$ cat config.mk
export PLATFORM = sky130hd
export DESIGN_NAME = irqmux_l2
export DESIGN_NICKNAME = d
export VERILOG_FILES = /design/src/rtl/irqmux_pkg.sv /design/src/rtl/irqmux_enable.sv /design/src/rtl/irqmux_group.sv /design/src/rtl/irqmux_bypass.sv /design/src/rtl/irqmux_l2.sv
export SDC_FILE = /design/constraint.sdc
export NUM_CORES = 1
export LEC_CHECK = 0
export BUFFER_PORTS_ARGS = -buffer_cell sky130_fd_sc_hd__buf_2
export CORE_MARGIN = 3
export CORE_UTILIZATION = 35
export CTS_CLUSTER_DIAMETER = 30
export CTS_CLUSTER_SIZE = 30
export DETAILED_ROUTE_END_ITERATION = 10
export PLACE_DENSITY = 0.85
export SLEW_MARGIN = 20
export SYNTH_ARGS = -nofsm -noshare
export SYNTH_HDL_FRONTEND = slang
export SYNTH_SLANG_ARGS = --single-unit
$ cat constraint.sdc
create_clock -name clk -period 2.7 [get_ports clk]
set_input_delay 0 -clock clk [delete_from_list [all_inputs] [get_ports clk]]
set_output_delay 0 -clock clk [all_outputs]
set_load 0.05 [all_outputs]
$ cat src/rtl/irqmux_pkg.sv
package irqmux_pkg;
   localparam int unsigned DATA_W  = 32;
   localparam int unsigned ADDR_W  = 4;
   localparam logic [ADDR_W-1:0] OFF_ENABLE = 4'h0;
   localparam logic [ADDR_W-1:0] OFF_STATUS = 4'h4;

   typedef enum logic [1:0] {
      SEL_ENABLE,
      SEL_STATUS,
      SEL_NONE
   } reg_sel_e;

   function automatic reg_sel_e decode_addr(input logic [ADDR_W-1:0] a);
      if (a == OFF_ENABLE)      return SEL_ENABLE;
      else if (a == OFF_STATUS) return SEL_STATUS;
      else                      return SEL_NONE;
   endfunction
endpackage

$ cat src/rtl/irqmux_enable.sv
module irqmux_enable
   import irqmux_pkg::*;
#(
   parameter int unsigned        NUM_SRC = 32,
   parameter logic [NUM_SRC-1:0] VALID   = '1
) (
   input  logic               clk,
   input  logic               rst_n,
   input  logic               wr,
   input  logic [ADDR_W-1:0]  addr,
   input  logic [DATA_W-1:0]  wdata,
   output logic [NUM_SRC-1:0] en_q
);
   logic hit;
   assign hit = wr && (decode_addr(addr) == SEL_ENABLE);

   always_ff @(posedge clk or negedge rst_n) begin
      if (!rst_n)   en_q <= '0;
      else if (hit) en_q <= wdata[NUM_SRC-1:0] & VALID;
   end

   assert_en_reset_R1: assert property (@(posedge clk) disable iff (!rst_n)
      $past(!rst_n) |-> (en_q == '0));
   assert_en_write_R2: assert property (@(posedge clk) disable iff (!rst_n)
      (wr && addr == OFF_ENABLE) |=> (en_q == ($past(wdata[NUM_SRC-1:0]) & VALID)));
   assert_en_hold_R4: assert property (@(posedge clk) disable iff (!rst_n)
      (!wr || addr != OFF_ENABLE) |=> $stable(en_q));
endmodule

$ cat src/rtl/irqmux_group.sv
module irqmux_group #(
   parameter int unsigned                      NUM_SRC  = 32,
   parameter int unsigned                      NUM_GRP  = 2,
   parameter logic [NUM_GRP-1:0][NUM_SRC-1:0]  GRP_MASK = '0,
   parameter logic [NUM_SRC-1:0]               FWD_MASK = '0,
   parameter bit                               REG_OUT  = 1'b1
) (
   input  logic               clk,
   input  logic               rst_n,
   input  logic [NUM_SRC-1:0] src,
   input  logic [NUM_SRC-1:0] en,
   output logic [NUM_GRP-1:0] grp_o
);
   logic [NUM_GRP-1:0] grp_d;

   for (genvar g = 0; g < NUM_GRP; g++) begin : g_grp
      localparam logic [NUM_SRC-1:0] EFF = GRP_MASK[g] & ~FWD_MASK;
      assign grp_d[g] = |(src & en & EFF);

      if (REG_OUT) begin : g_reg
         logic q;
         always_ff @(posedge clk or negedge rst_n) begin
            if (!rst_n) q <= 1'b0;
            else        q <= grp_d[g];
         end
         assign grp_o[g] = q;

         assert_grp_quiet_R5: assert property (@(posedge clk) disable iff (!rst_n)
            ($past((en & EFF) == '0)) |-> !grp_o[g]);
         assert_grp_fwd_R7: assert property (@(posedge clk) disable iff (!rst_n)
            ($past((src & EFF) == '0)) |-> !grp_o[g]);
      end else begin : g_comb
         assign grp_o[g] = grp_d[g];
      end
   end
endmodule

$ cat src/rtl/irqmux_bypass.sv
module irqmux_bypass #(
   parameter int unsigned        NUM_SRC  = 32,
   parameter logic [NUM_SRC-1:0] FWD_MASK = '0
) (
   input  logic [NUM_SRC-1:0] src,
   output logic [NUM_SRC-1:0] fwd_o
);
   for (genvar i = 0; i < NUM_SRC; i++) begin : g_bit
      if (FWD_MASK[i]) begin : g_pass
         assign fwd_o[i] = src[i];
      end else begin : g_tie
         assign fwd_o[i] = 1'b0;
      end
   end
endmodule

$ cat src/rtl/irqmux_l2.sv
module irqmux_l2
   import irqmux_pkg::*;
#(
   parameter int unsigned                      NUM_SRC  = 32,
   parameter int unsigned                      NUM_GRP  = 2,
   parameter logic [NUM_GRP-1:0][NUM_SRC-1:0]  GRP_MASK = {32'h0000_0140, 32'h0000_0EB8},
   parameter logic [NUM_SRC-1:0]               FWD_MASK = 32'h0000_0007,
   parameter bit                               REG_OUT  = 1'b1
) (
   input  logic               clk,
   input  logic               rst_n,
   input  logic [31:0]        src_i,
   input  logic [3:0]         reg_addr,
   input  logic               reg_wr,
   input  logic [31:0]        reg_wdata,
   output logic [31:0]        reg_rdata,
   output logic [NUM_GRP-1:0] grp_irq_o,
   output logic [31:0]        fwd_irq_o
);
   function automatic logic [NUM_SRC-1:0] f_valid();
      logic [NUM_SRC-1:0] v = FWD_MASK;
      for (int g = 0; g < NUM_GRP; g++) v |= GRP_MASK[g];
      return v;
   endfunction

   function automatic logic [NUM_SRC-1:0] f_overlap();
      logic [NUM_SRC-1:0] seen = '0;
      logic [NUM_SRC-1:0] dup  = '0;
      for (int g = 0; g < NUM_GRP; g++) begin
         dup  |= seen & GRP_MASK[g];
         seen |= GRP_MASK[g];
      end
      return dup;
   endfunction

   localparam logic [NUM_SRC-1:0] VALID = f_valid();
   localparam logic [NUM_SRC-1:0] DUP   = f_overlap();

   if (NUM_SRC != DATA_W) begin : g_bad_width
      $error("irqmux_l2: NUM_SRC must equal the register width");
   end
   if (NUM_GRP < 1) begin : g_bad_grp
      $error("irqmux_l2: at least one group output is required");
   end
   if (DUP != '0) begin : g_bad_overlap
      $error("irqmux_l2: a source is named by more than one group mask");
   end

   logic [NUM_SRC-1:0] src_v;
   logic [NUM_SRC-1:0] en_q;

   assign src_v = src_i[NUM_SRC-1:0] & VALID;

   irqmux_enable #(.NUM_SRC(NUM_SRC), .VALID(VALID)) u_enable (
      .clk   (clk),
      .rst_n (rst_n),
      .wr    (reg_wr),
      .addr  (reg_addr),
      .wdata (reg_wdata),
      .en_q  (en_q)
   );

   irqmux_group #(
      .NUM_SRC  (NUM_SRC),
      .NUM_GRP  (NUM_GRP),
      .GRP_MASK (GRP_MASK),
      .FWD_MASK (FWD_MASK),
      .REG_OUT  (REG_OUT)
   ) u_group (
      .clk   (clk),
      .rst_n (rst_n),
      .src   (src_v),
      .en    (en_q),
      .grp_o (grp_irq_o)
   );

   irqmux_bypass #(.NUM_SRC(NUM_SRC), .FWD_MASK(FWD_MASK)) u_bypass (
      .src   (src_i[NUM_SRC-1:0]),
      .fwd_o (fwd_irq_o)
   );

   always_comb begin
      unique case (decode_addr(reg_addr))
         SEL_ENABLE: reg_rdata = en_q;
         SEL_STATUS: reg_rdata = src_v;
         default:    reg_rdata = '0;
      endcase
   end

   assert_status_read_R3: assert property (@(posedge clk) disable iff (!rst_n)
      (reg_addr == OFF_STATUS) |-> ((reg_rdata & ~VALID) == '0));
   assert_fwd_tie_R6: assert property (@(posedge clk) disable iff (!rst_n)
      ((fwd_irq_o & ~FWD_MASK) == '0));
   assert_unused_read_R10: assert property (@(posedge clk) disable iff (!rst_n)
      (reg_addr != OFF_STATUS && reg_addr != OFF_ENABLE) |-> (reg_rdata == '0));
   assert_unconn_R9: assert property (@(posedge clk) disable iff (!rst_n)
      ((en_q & ~VALID) == '0));
endmodule

==> impl_summary.log, run 1 <==
INFO  metric synth_cells = ~100
INFO  metric crit_path_max_cell_delay = 570 ps
INFO  metric first_global_vias = 837
INFO  metric ys_ff_latch = 14
INFO  metric ff2ff_path_depth = 2
INFO  metric yosysSeqAreaShare = 0.309
INFO  metric crit_required = 2860 ps
INFO  metric antenna_violating_nets_post_route = 0
INFO  metric ys_top_cells_by_area = sky130_fd_sc_hd__buf_4 36%, sky130_fd_sc_hd__dfrtp_1 31%, sky130_fd_sc_hd__mux2_4 13%, sky130_fd_sc_hd__a22o_1 10%, sky130_fd_sc_hd__mux2_2 2.0%
INFO  metric initial_antenna_violation_count = 0
INFO  metric ioPinCount = 137
INFO  metric synthXorXnorAreaFrac = 0
INFO  metric synth_adder_area_share = 0
INFO  metric yosys.cell_types.count = 15
INFO  metric worstPathMaxFanout = 3
INFO  metric dieArea = 3950 um2
INFO  metric fin_setup_tns = 0 ps
INFO  metric yosys-mux-area-fraction = 0.152
INFO  metric setup.worst_path.start_class = flop
INFO  metric worst_skew_late_latency = 270 ps
INFO  metric crit_chain = a22o_1 > dlygate4sd3_1
INFO  metric total_leakage_power = around 0.8 nW
INFO  metric fin_skew = between 1.5 and 2 ps
INFO  metric detailedRoute.firstPassIterationCount = 4
INFO  metric route.detailed.wl_per_inst = 12.4 um
INFO  metric synthesis.yosys.warnings = 0
INFO  metric worst-path-buf-inv = 1
INFO  metric cts_tree = yes
INFO  metric grt.overflow.total = 0
INFO  metric cts_sinks = 14
INFO  metric max_root_sink_buffers = 2
INFO  metric synthDominantAreaCellType = sky130_fd_sc_hd__buf_4
INFO  metric post-synth-top-area-fraction = 0.358
INFO  metric fmax = 746 MHz
INFO  metric antenna_cells = 0
INFO  metric timing.final.crit_period = about 1300 ps
INFO  metric worst_hold_slack = 13.2 ps
INFO  metric core.rowCount = 20
INFO  metric average_footprint_of_a_synthesized_cell = 10.9 um2
INFO  metric worstSetupPathType = reg -> reg
INFO  metric vdd.ir_drop.worst = 0.386 mV
INFO  metric post-dp-hpwl = about 1.8 mm
INFO  metric initial_utilization = 0.368
INFO  metric crit_family = buffers and inverters
INFO  metric min_path_type = in -> reg
INFO  metric die_y = 62.9 um
INFO  metric layout_overhead_on_the_synthesized_area = 23.2%
INFO  metric worstSetupEndpointType = flop
INFO  metric placer_congestion = 0.719
INFO  metric die-width = around 63 um
INFO  metric design.final.nets = 236
INFO  metric detailroute.via_count = just over 800
INFO  metric drt_first_iter_violations = 8
INFO  metric cap_viol_max_count = 0
INFO  metric drt-total-wl = 2.57 mm
INFO  metric rsz0062_at_grt = false
INFO  metric synth_top_family_by_area = buffers and inverters
INFO  metric port_buffers = 47
INFO  metric clk_pin_slew_worst_paths = 80 ps
INFO  metric area_share_of_and_or_nand_nor_cells_after_synthesis = 0.0365
INFO  metric grt_start_max_net_pins = 15
INFO  metric grt_pass1_wl = 3.97 mm
INFO  metric synth.cell_area = roughly 1100 um2
INFO  metric power.density_cell_area = 579 nW/um2
INFO  metric complex_gate_fraction_of_the_synthesized_area = 0.123
INFO  metric hold_violations = 0
INFO  metric worst-path-stages = 2
INFO  metric critical_path.slowest_cell = sky130_fd_sc_hd__dlygate4sd3_1
INFO  metric detail_route.vias_per_cell = 3.98
INFO  metric design.core.area = 3080 um2
INFO  metric detail_route.drc_violations = 0
INFO  metric filler_cell_count = roughly 310
INFO  metric timing.critical_path.arrival = about 1500 ps
INFO  metric fraction_of_layout_instances_using_a_drive_strength_above_1 = 0.415
INFO  metric post-route-period-util = 0.496
INFO  metric setup_viol_count_final = 0
INFO  metric global_route.usage.total = 0.128
INFO  metric status = completed
INFO  metric numCtsBuffers = 3
INFO  metric fin_max_slew_vios = 0
INFO  metric cts.htree.levels = 1
INFO  metric cts_root_buffer = sky130_fd_sc_hd__clkbuf_4
INFO  metric min_delay_path_depth = 3
-- layer usage --
metal	vias to the layer above	part of all wire	global-route usage
li1	379	-	-
met1	384	0.32	0.118
met2	57	0.58	0.262
met3	8	0.075	0.0198
met4	0	0.023	0.0661
met5	-	0	0
-- cell families (layout without fill, tap and decap cells) --
group           count (synthesis)  in the layout
simple gates                    4              4
mux                            12             12
compound gates                 16             16
buf+inv                        57             69
other cells                     1             49
flops                          14             14
-- power breakdown --
part	total, mW	switching (mW)	internal [mW]
clock	0.144	0.0618	0.0819
sequential	0.292	0.0330	0.259
combinational	0.373	0.261	0.112
-- path summary, 6_finish.rpt --
path / endpoint / start / slack (ps)
setup reg to reg: u_group.g_grp[1].g_reg.q / u_enable.en_q[8] / 1360
setup / recovery: u_group.g_grp[1].g_reg.q / u_enable.en_q[8] / 1360
hold / removal: u_group.g_grp[0].g_reg.q / src_i[4] / 10
hold reg to reg: u_enable.en_q[2] / u_enable.en_q[2] / 520
min in group asynchronous: u_enable.en_q[3] / rst_n / 160
max in group asynchronous: u_enable.en_q[1] / rst_n / 2300
-- layout make-up --
class	count	area, um2	share of cell area
repair buffers	65	410	0.294
well taps	44	55.1	0.0395
clock buffers	4	36.3	0.0260
multi-input cells	81	543	0.389
flip-flops and latches	14	350	0.251
-- worst register-to-register path, cell delays in order, from the launching register on --
cell and delay, ps:
sky130_fd_sc_hd__dfrtp_1 400, sky130_fd_sc_hd__a22o_1 250, sky130_fd_sc_hd__dlygate4sd3_1 570
-- layout by cell type, fill, tap and decap left out, drive strengths merged --
cell type and count:
conb 49, buf 49, dlygate4sd3 16, dfrtp 14, a22o 13, mux2 12, clkbuf 4, a22oi 2
nor4 1, nor4b 1, a222oi 1, nand3 1, nand2 1
-- cells in the mapped netlist --
cell type and number:
sky130_fd_sc_hd__buf_4 54, sky130_fd_sc_hd__dfrtp_1 14, sky130_fd_sc_hd__a22o_1 13, sky130_fd_sc_hd__mux2_4 10
sky130_fd_sc_hd__a22oi_1 2, sky130_fd_sc_hd__mux2_2 2, sky130_fd_sc_hd__a222oi_1 1, sky130_fd_sc_hd__buf_2 1
sky130_fd_sc_hd__buf_6 1, sky130_fd_sc_hd__clkbuf_1 1, sky130_fd_sc_hd__conb_1 1, sky130_fd_sc_hd__nand2_2 1
sky130_fd_sc_hd__nand3_1 1, sky130_fd_sc_hd__nor4_4 1, sky130_fd_sc_hd__nor4b_1 1
-- per-stage QoR --
| stage | util | cells | power, mW | setup slack, ps | area, um2 |
|---|---|---|---|---|---|
| 2_1_floorplan | - | 152 | 0.648 | 1580 | 1310 |
| 3_3_place_gp | 0.389 | 188 | 0.637 | 1310 | 1200 |
| 3_5_place_dp | 0.389 | 188 | 0.643 | 1290 | 1200 |
| 4_1_cts | 0.453 | 208 | 0.810 | 1410 | 1400 |
| 5_1_grt | 0.453 | 208 | 0.851 | 1340 | 1400 |
| 6_report | 0.453 | 208 | 0.808 | 1360 | 1400 |
-- state kept, by name, summed over array words and instances, names as in the netlist --
signal and flops:
u_enable.en_q 12, u_group.g_grp.g_reg.q 2
-- what timing repair did --
item	CTS	global route
endpoints found under the hold margin	28	0
setup buffers	0	0
endpoints found under the setup margin	0	0
hold buffers	16	0
resized for setup	0	0
Power figures use the tool's default switching activity.
==> inputs of run 2 (changes only) <==
--- a/config.mk
+++ b/config.mk
@@ -7,11 +7,11 @@
 export LEC_CHECK = 0
 export BUFFER_PORTS_ARGS = -buffer_cell sky130_fd_sc_hd__buf_2
 export CORE_MARGIN = 3
-export CORE_UTILIZATION = 35
+export CORE_UTILIZATION = 30
 export CTS_CLUSTER_DIAMETER = 30
 export CTS_CLUSTER_SIZE = 30
 export DETAILED_ROUTE_END_ITERATION = 10
-export PLACE_DENSITY = 0.85
+export PLACE_DENSITY = 0.78
 export SLEW_MARGIN = 20
 export SYNTH_ARGS = -nofsm -noshare
 export SYNTH_HDL_FRONTEND = slang
==> constraint.sdc (replaced) <==
create_clock -name clk -period 1.2 [get_ports clk]
set_input_delay 0 -clock clk [delete_from_list [all_inputs] [get_ports clk]]
set_output_delay 0 -clock clk [all_outputs]
set_load 0.05 [all_outputs]
==> run 2 against run 1 <==
Against the previous run:
- cell count grew 0.96%
- clock skew grew 0.60 ps
- count of clock-buffer cells in the layout is the same
- highest routed layer is now met3
==> impl_summary.log, run 2 (same netlist as run 1, synthesis figures left out) <==
INFO  metric setup.worst_path.start_class = input pin
INFO  metric ioPinCount = 137
INFO  metric cts_tree = yes
INFO  metric core.rowCount = 21
INFO  metric biggestRegsByFlops = u_enable.en_q: 12 flops, u_group.g_grp.g_reg.q: 2 flops
INFO  metric grt.overflow.total = 0
INFO  metric use_met1 = 0.115
INFO  metric timing.final.crit_period = between 1000 and 1500 ps
INFO  metric hold_violations = 0
INFO  metric worstSetupPathType = in -> out
INFO  metric design.final.nets = 236
INFO  metric timing.critical_path.from = reg_addr[3]
INFO  metric drt-total-wl = 2.41 mm
INFO  metric most_common_library_cell_in_the_layout_ignoring_fill_and_taps = sky130_fd_sc_hd__conb_1
INFO  metric fmax = about 910 MHz
INFO  metric internal-power = 1.12 mW
INFO  metric design.core.area = 3490 um2
INFO  metric cts.htree.levels = 1
INFO  metric max_root_sink_buffers = 2
INFO  metric worst-path-buf-inv = 3
INFO  metric cap_viol_max_count = 0
INFO  metric post-route-cell-area = roughly 1400 um2
INFO  metric vdd.ir_drop.worst = 0.695 mV
INFO  metric timing.critical_path.arrival = 1100 ps
INFO  metric cts_sinks = 14
INFO  metric top_register_by_number_of_flip_flops = u_enable.en_q
INFO  metric worstPathMaxFanout = 12
INFO  metric first_global_vias = 709
INFO  metric critical-path-top-cell-by-count = sky130_fd_sc_hd__buf_2
INFO  metric detail_route.vias_per_cell = 3.87
INFO  metric crit_required = approximately 1200 ps
INFO  metric antenna_violating_nets_post_route = 0
INFO  metric grt_pass1_wl = 3.30 mm
INFO  metric p_seq_frac = 0.341
INFO  metric die-width = 67.4 um
INFO  metric critical_path.reg2reg.startpoint = u_enable.en_q[9]
INFO  metric placer_congestion = slightly above 0.6
INFO  metric detail_route.drc_violations = 0
INFO  metric crit_chain = buf_2 > nor4_4 > buf_4 > a22o_1 > buf_2
INFO  metric crit_family = buffers and inverters
INFO  metric instances_no_fill = 210
INFO  metric place.detailed.instances = 191
INFO  metric switchingPower = 823 uW
INFO  metric detailedRoute.firstPassIterationCount = 4
INFO  metric numCtsBuffers = 3
INFO  metric route.detailed.wl_per_inst = 11.5 um
INFO  metric worst_skew_late_latency = ~240 ps
INFO  metric critical_path.slowest_cell = sky130_fd_sc_hd__nor4_4
INFO  metric most-common-layout-cells = 49 x sky130_fd_sc_hd__conb_1, 47 x sky130_fd_sc_hd__buf_2, 15 x sky130_fd_sc_hd__dlygate4sd3_1, 14 x sky130_fd_sc_hd__dfrtp_1, 13 x sky130_fd_sc_hd__a22o_1
INFO  metric post-route-period-util = 0.920
INFO  metric dieArea = 4550 um2
INFO  metric initial_utilization = 0.324
INFO  metric power.density_cell_area = about 1400 nW/um2
INFO  metric dpl_cell_area = 1220 um2
INFO  metric cts_setup_buffers = 0
INFO  metric fin_skew = 2.49 ps
INFO  metric global_route.usage.total = 0.100
INFO  metric die_y = 67.4 um
INFO  metric initial_antenna_violation_count = 0
INFO  metric layout_overhead_on_the_synthesized_area = 26.0%
INFO  metric status = completed
INFO  metric clk_pin_slew_worst_paths = 60 ps
INFO  metric cts_root_buffer = sky130_fd_sc_hd__clkbuf_8
INFO  metric globalRoute.busiestLayer = met2
INFO  metric multiInputGateArea = about 540 um2
INFO  metric worst_hold_startpoint = src_i[5]
INFO  metric seqCellArea = 350 um2
INFO  metric detailroute.via_count = slightly above 800
INFO  metric grt_util_met3 = 0.0366
INFO  metric grt_start_max_net_pins = 15
INFO  metric filler_cell_count = 361
INFO  metric grtUsageMet2 = 0.180
INFO  metric drt_first_iter_violations = 7
INFO  metric clkPwrFrac = 0.239
INFO  metric total_leakage_power = 0.808 nW
INFO  metric post-dp-hpwl = 1.84 mm
INFO  metric min_path_type = in -> reg
INFO  metric design_power_total = 1.94 mW
INFO  metric setup_viol_count_final = 0
INFO  metric antenna_cells = 0
INFO  metric fin_max_slew_vios = 0
INFO  metric worstSetupEndpointType = output port
INFO  metric largest_register_ffs = 12
INFO  metric p_sw_frac = 0.424
INFO  metric fraction_of_layout_instances_using_a_drive_strength_above_1 = 0.421
INFO  metric power_frac_comb = 0.421
INFO  metric crit_path_max_cell_delay = 300 ps
INFO  metric fin_setup_tns = 0 ps
INFO  metric rsz0062_at_grt = false
INFO  metric port_buffers = 47
[run 2: area by class of cell]
type,instances,share of cell area
Timing Repair Buffer,65,0.295
Clock buffer,4,0.0386
Tap cell,46,0.0404
Multi-Input combinational cell,81,0.381
Sequential cell,14,0.246
[run 2: tightest hold or removal path: cells and delay by family]
family	cells	cell delay, ps
and+or+nand+nor	1	80
buffers and inverters	1	100
AOI/OAI and AO/OA	1	60
[run 2: worst paths after layout]
path,endpoint,slack [ps],cells past startpoint
max,reg_rdata[9],100,5
min,u_group.g_grp[0].g_reg.q,20,3
max reg2reg,u_group.g_grp[0].g_reg.q,140,2
min reg2reg,u_enable.en_q[0],510,1
max in group asynchronous,u_enable.en_q[2],760,2
min in group asynchronous,u_enable.en_q[8],200,2
[run 2: repair_timing]
item,4_1_cts,5_1_grt
resized for setup,0,0
hold buffers,15,0
endpoints found under the hold margin,27,0
[run 2: per-layer routing]
metal	wire length, um	up-vias
li1	-	378
met4	0	0
met2	1250	61
met1	900	374
met3	263	0
met5	0	-
[run 2: metrics by stage]
stage / util / worst slack, ps / hold WS (ps)
after floorplan: - / 78.5 / -296
after global placement: 0.349 / 99.4 / -88.1
after detailed placement: 0.349 / 60.9 / -79.9
after CTS: 0.408 / 76.3 / 3.63
after global routing: 0.408 / 51.2 / 21.4
final: 0.408 / 96.3 / 17.2
[run 2: power by group through the flow]
| stage | clock, mW | combinational [mW] | sequential [mW] |
|---|---|---|---|
| after floorplan | 0 | 0.815 | 0.644 |
| after global placement | 0 | 0.771 | 0.664 |
| after detailed placement | 0 | 0.781 | 0.666 |
| after CTS | 0.490 | 0.818 | 0.659 |
| after global routing | 0.508 | 0.860 | 0.674 |
| final | 0.464 | 0.817 | 0.662 |
==> inputs of run 3 (changes only) <==
--- a/config.mk
+++ b/config.mk
@@ -12,6 +12,7 @@
 export CTS_CLUSTER_SIZE = 30
 export DETAILED_ROUTE_END_ITERATION = 10
 export PLACE_DENSITY = 0.78
+export RECOVER_POWER = 100
 export SLEW_MARGIN = 20
 export SYNTH_ARGS = -nofsm -noshare
 export SYNTH_HDL_FRONTEND = slang
==> run 3 against run 2 <==
Against the previous run:
- sequential share of layout area is 1.1 points higher
- first-iteration DRC count is 29% higher
- maximum frequency is 1.5% lower
- critical path type unchanged
- flip-flop and latch count stayed put
- highest routed layer unchanged
- die area stayed put
==> impl_summary.log, run 3 (same netlist as run 1, synthesis figures left out) <==
INFO  metric ff2ff_setup_slack = 120 ps
INFO  metric setup.worst_path.start_class = input pin
INFO  metric power_frac_comb = 0.401
INFO  metric fin_skew = 2.76 ps
INFO  metric timing.critical_path.arrival = 1120 ps
INFO  metric drt-total-wl = around 2.4 mm
INFO  metric post-route-period-util = 0.934
INFO  metric core.rowCount = 21
INFO  metric port_buffers = 47
INFO  metric p_sw_frac = 0.440
INFO  metric p_seq_frac = 0.352
INFO  metric setup_viol_count_final = 0
INFO  metric fin_max_slew_vios = 0
INFO  metric max_root_sink_buffers = 2
INFO  metric route.detailed.wl_per_inst = 11.5 um
INFO  metric timing.final.crit_period = 1120 ps
INFO  metric first_global_vias = between 700 and 800
INFO  metric clk_pin_slew_worst_paths = roughly 60 ps
INFO  metric clkPwrFrac = 0.247
INFO  metric fraction_of_layout_instances_using_a_drive_strength_above_1 = 0.323
INFO  metric rsz0062_at_grt = false
INFO  metric min_path_type = in -> reg
INFO  metric vdd.ir_drop.worst = approximately 0.7 mV
INFO  metric most-common-layout-cells = 49 x sky130_fd_sc_hd__conb_1, 30 x sky130_fd_sc_hd__buf_2, 15 x sky130_fd_sc_hd__dlygate4sd3_1, 14 x sky130_fd_sc_hd__dfrtp_1, 13 x sky130_fd_sc_hd__a22o_1
INFO  metric antenna_cells = 0
INFO  metric crit_required = 1200 ps
INFO  metric cap_viol_max_count = 0
INFO  metric post_cts_hold_buffer_count = 15
INFO  metric numCtsBuffers = 3
INFO  metric worst_skew_late_latency = 240 ps
INFO  metric instances_no_fill = 210
INFO  metric power.density_cell_area = ~1400 nW/um2
INFO  metric fmax = 892 MHz
INFO  metric worst_slew_margin_relative_to_its_limit = 0.482
INFO  metric top_register_by_number_of_flip_flops = u_enable.en_q
INFO  metric place.detailed.instances = between 150 and 200
INFO  metric worstSetupEndpointType = output port
INFO  metric most_common_library_cell_in_the_layout_ignoring_fill_and_taps = sky130_fd_sc_hd__conb_1
INFO  metric detail_route.drc_violations = 0
INFO  metric internal-power = 1.05 mW
INFO  metric worst_hold_slack = 17.4 ps
INFO  metric cts.htree.levels = 1
INFO  metric cts-resized-gates = 0
INFO  metric ioPinCount = between 100 and 150
INFO  metric largest_register_ffs = 12
INFO  metric detailroute.via_count = 807
INFO  metric total_leakage_power = 0.728 nW
INFO  metric worst_pin_slew = 777 ps
INFO  metric biggestRegsByFlops = u_enable.en_q: 12 flops, u_group.g_grp.g_reg.q: 2 flops
INFO  metric design.core.area = 3490 um2
INFO  metric post-dp-hpwl = about 1.8 mm
INFO  metric hold_violations = 0
INFO  metric grt_start_max_net_pins = 15
INFO  metric design.final.nets = 236
INFO  metric fin_setup_tns = 0 ps
INFO  metric layout_overhead_on_the_synthesized_area = 20.7%
INFO  metric detail_route.vias_per_cell = around 3.8
INFO  metric die-width = just under 70 um
INFO  metric dieArea = 4550 um2
INFO  metric worstSetupPathType = in -> out
INFO  metric initial_utilization = 0.324
INFO  metric global_route.usage.total = 0.100
INFO  metric status = completed
INFO  metric grt_pass1_wl = roughly 3.3 mm
INFO  metric cts_setup_buffers = 0
INFO  metric cts_tree = yes
INFO  metric detailedRoute.firstPassIterationCount = 4
INFO  metric die_y = 67.4 um
INFO  metric cts_sinks = 14
INFO  metric switchingPower = 824 uW
INFO  metric drt_first_iter_violations = 9
INFO  metric cts_root_buffer = sky130_fd_sc_hd__clkbuf_8
INFO  metric placer_congestion = 0.616
INFO  metric grt.overflow.total = 0
INFO  metric worstPathMaxFanout = 12
INFO  metric antenna_violating_nets_post_route = 0
INFO  metric initial_antenna_violation_count = 0
## run 3: cell count changes in the layout (fill, tap and decap cells not counted)
cell and delta:
sky130_fd_sc_hd__buf_12 -1, sky130_fd_sc_hd__buf_2 -17, sky130_fd_sc_hd__mux2_4 -10, sky130_fd_sc_hd__mux2_1 +10, sky130_fd_sc_hd__clkbuf_2 +12, sky130_fd_sc_hd__clkbuf_1 +6
## run 3: area by class of cell
cell class / count / area, um2
fillers: 371 / 2130
clock buffers: 4 / 55.1
well taps: 46 / 57.6
flip-flops and latches: 14 / 350
multi-input cells: 81 / 505
repair buffers: 65 / 398
## run 3: worst paths after layout
check | cells past startpoint | to | start
worst min-delay path | 3 | u_group.g_grp[0].g_reg.q | src_i[5]
worst max register to register | 2 | u_group.g_grp[0].g_reg.q | u_enable.en_q[9]
min in group asynchronous | 2 | u_enable.en_q[8] | rst_n
max in group asynchronous | 2 | u_enable.en_q[1] | rst_n
worst max-delay path | 5 | reg_rdata[9] | reg_addr[3]
worst min register to register | 1 | u_enable.en_q[0] | u_enable.en_q[0]
## run 3: power groups by stage
stage	logic (mW)	registers [mW]	clock network [mW]
finish	0.751	0.660	0.463
global route	0.794	0.671	0.508
CTS	0.818	0.659	0.490
detailed placement	0.781	0.666	0
global placement	0.771	0.664	0
floorplan	0.815	0.644	0
## run 3: layer usage
metal  vias up  wire (um)  GRT usage
li1        378          -          -
met1       366        910      0.115
met2        63       1230      0.180
met3         0        280     0.0366
met4         0          0     0.0152
met5         -          0          0
## run 3: metrics by stage
step | total power, mW | util | cell area [um2] | setup slack [ps]
after global placement | 1.44 | 0.349 | 1220 | 99.4
after detailed placement | 1.45 | 0.349 | 1220 | 60.9
final | 1.87 | 0.391 | 1370 | 79.2
after CTS | 1.97 | 0.408 | 1430 | 76.3
after global routing | 1.97 | 0.391 | 1370 | 31.3
after floorplan | 1.46 | - | 1310 | 78.5
## run 3: worst max-delay path, stage by stage
cell and delay [ps]:
sky130_fd_sc_hd__buf_2 120, sky130_fd_sc_hd__nor4_4 300, sky130_fd_sc_hd__buf_4 250, sky130_fd_sc_hd__a22o_1 160
sky130_fd_sc_hd__clkbuf_2 270
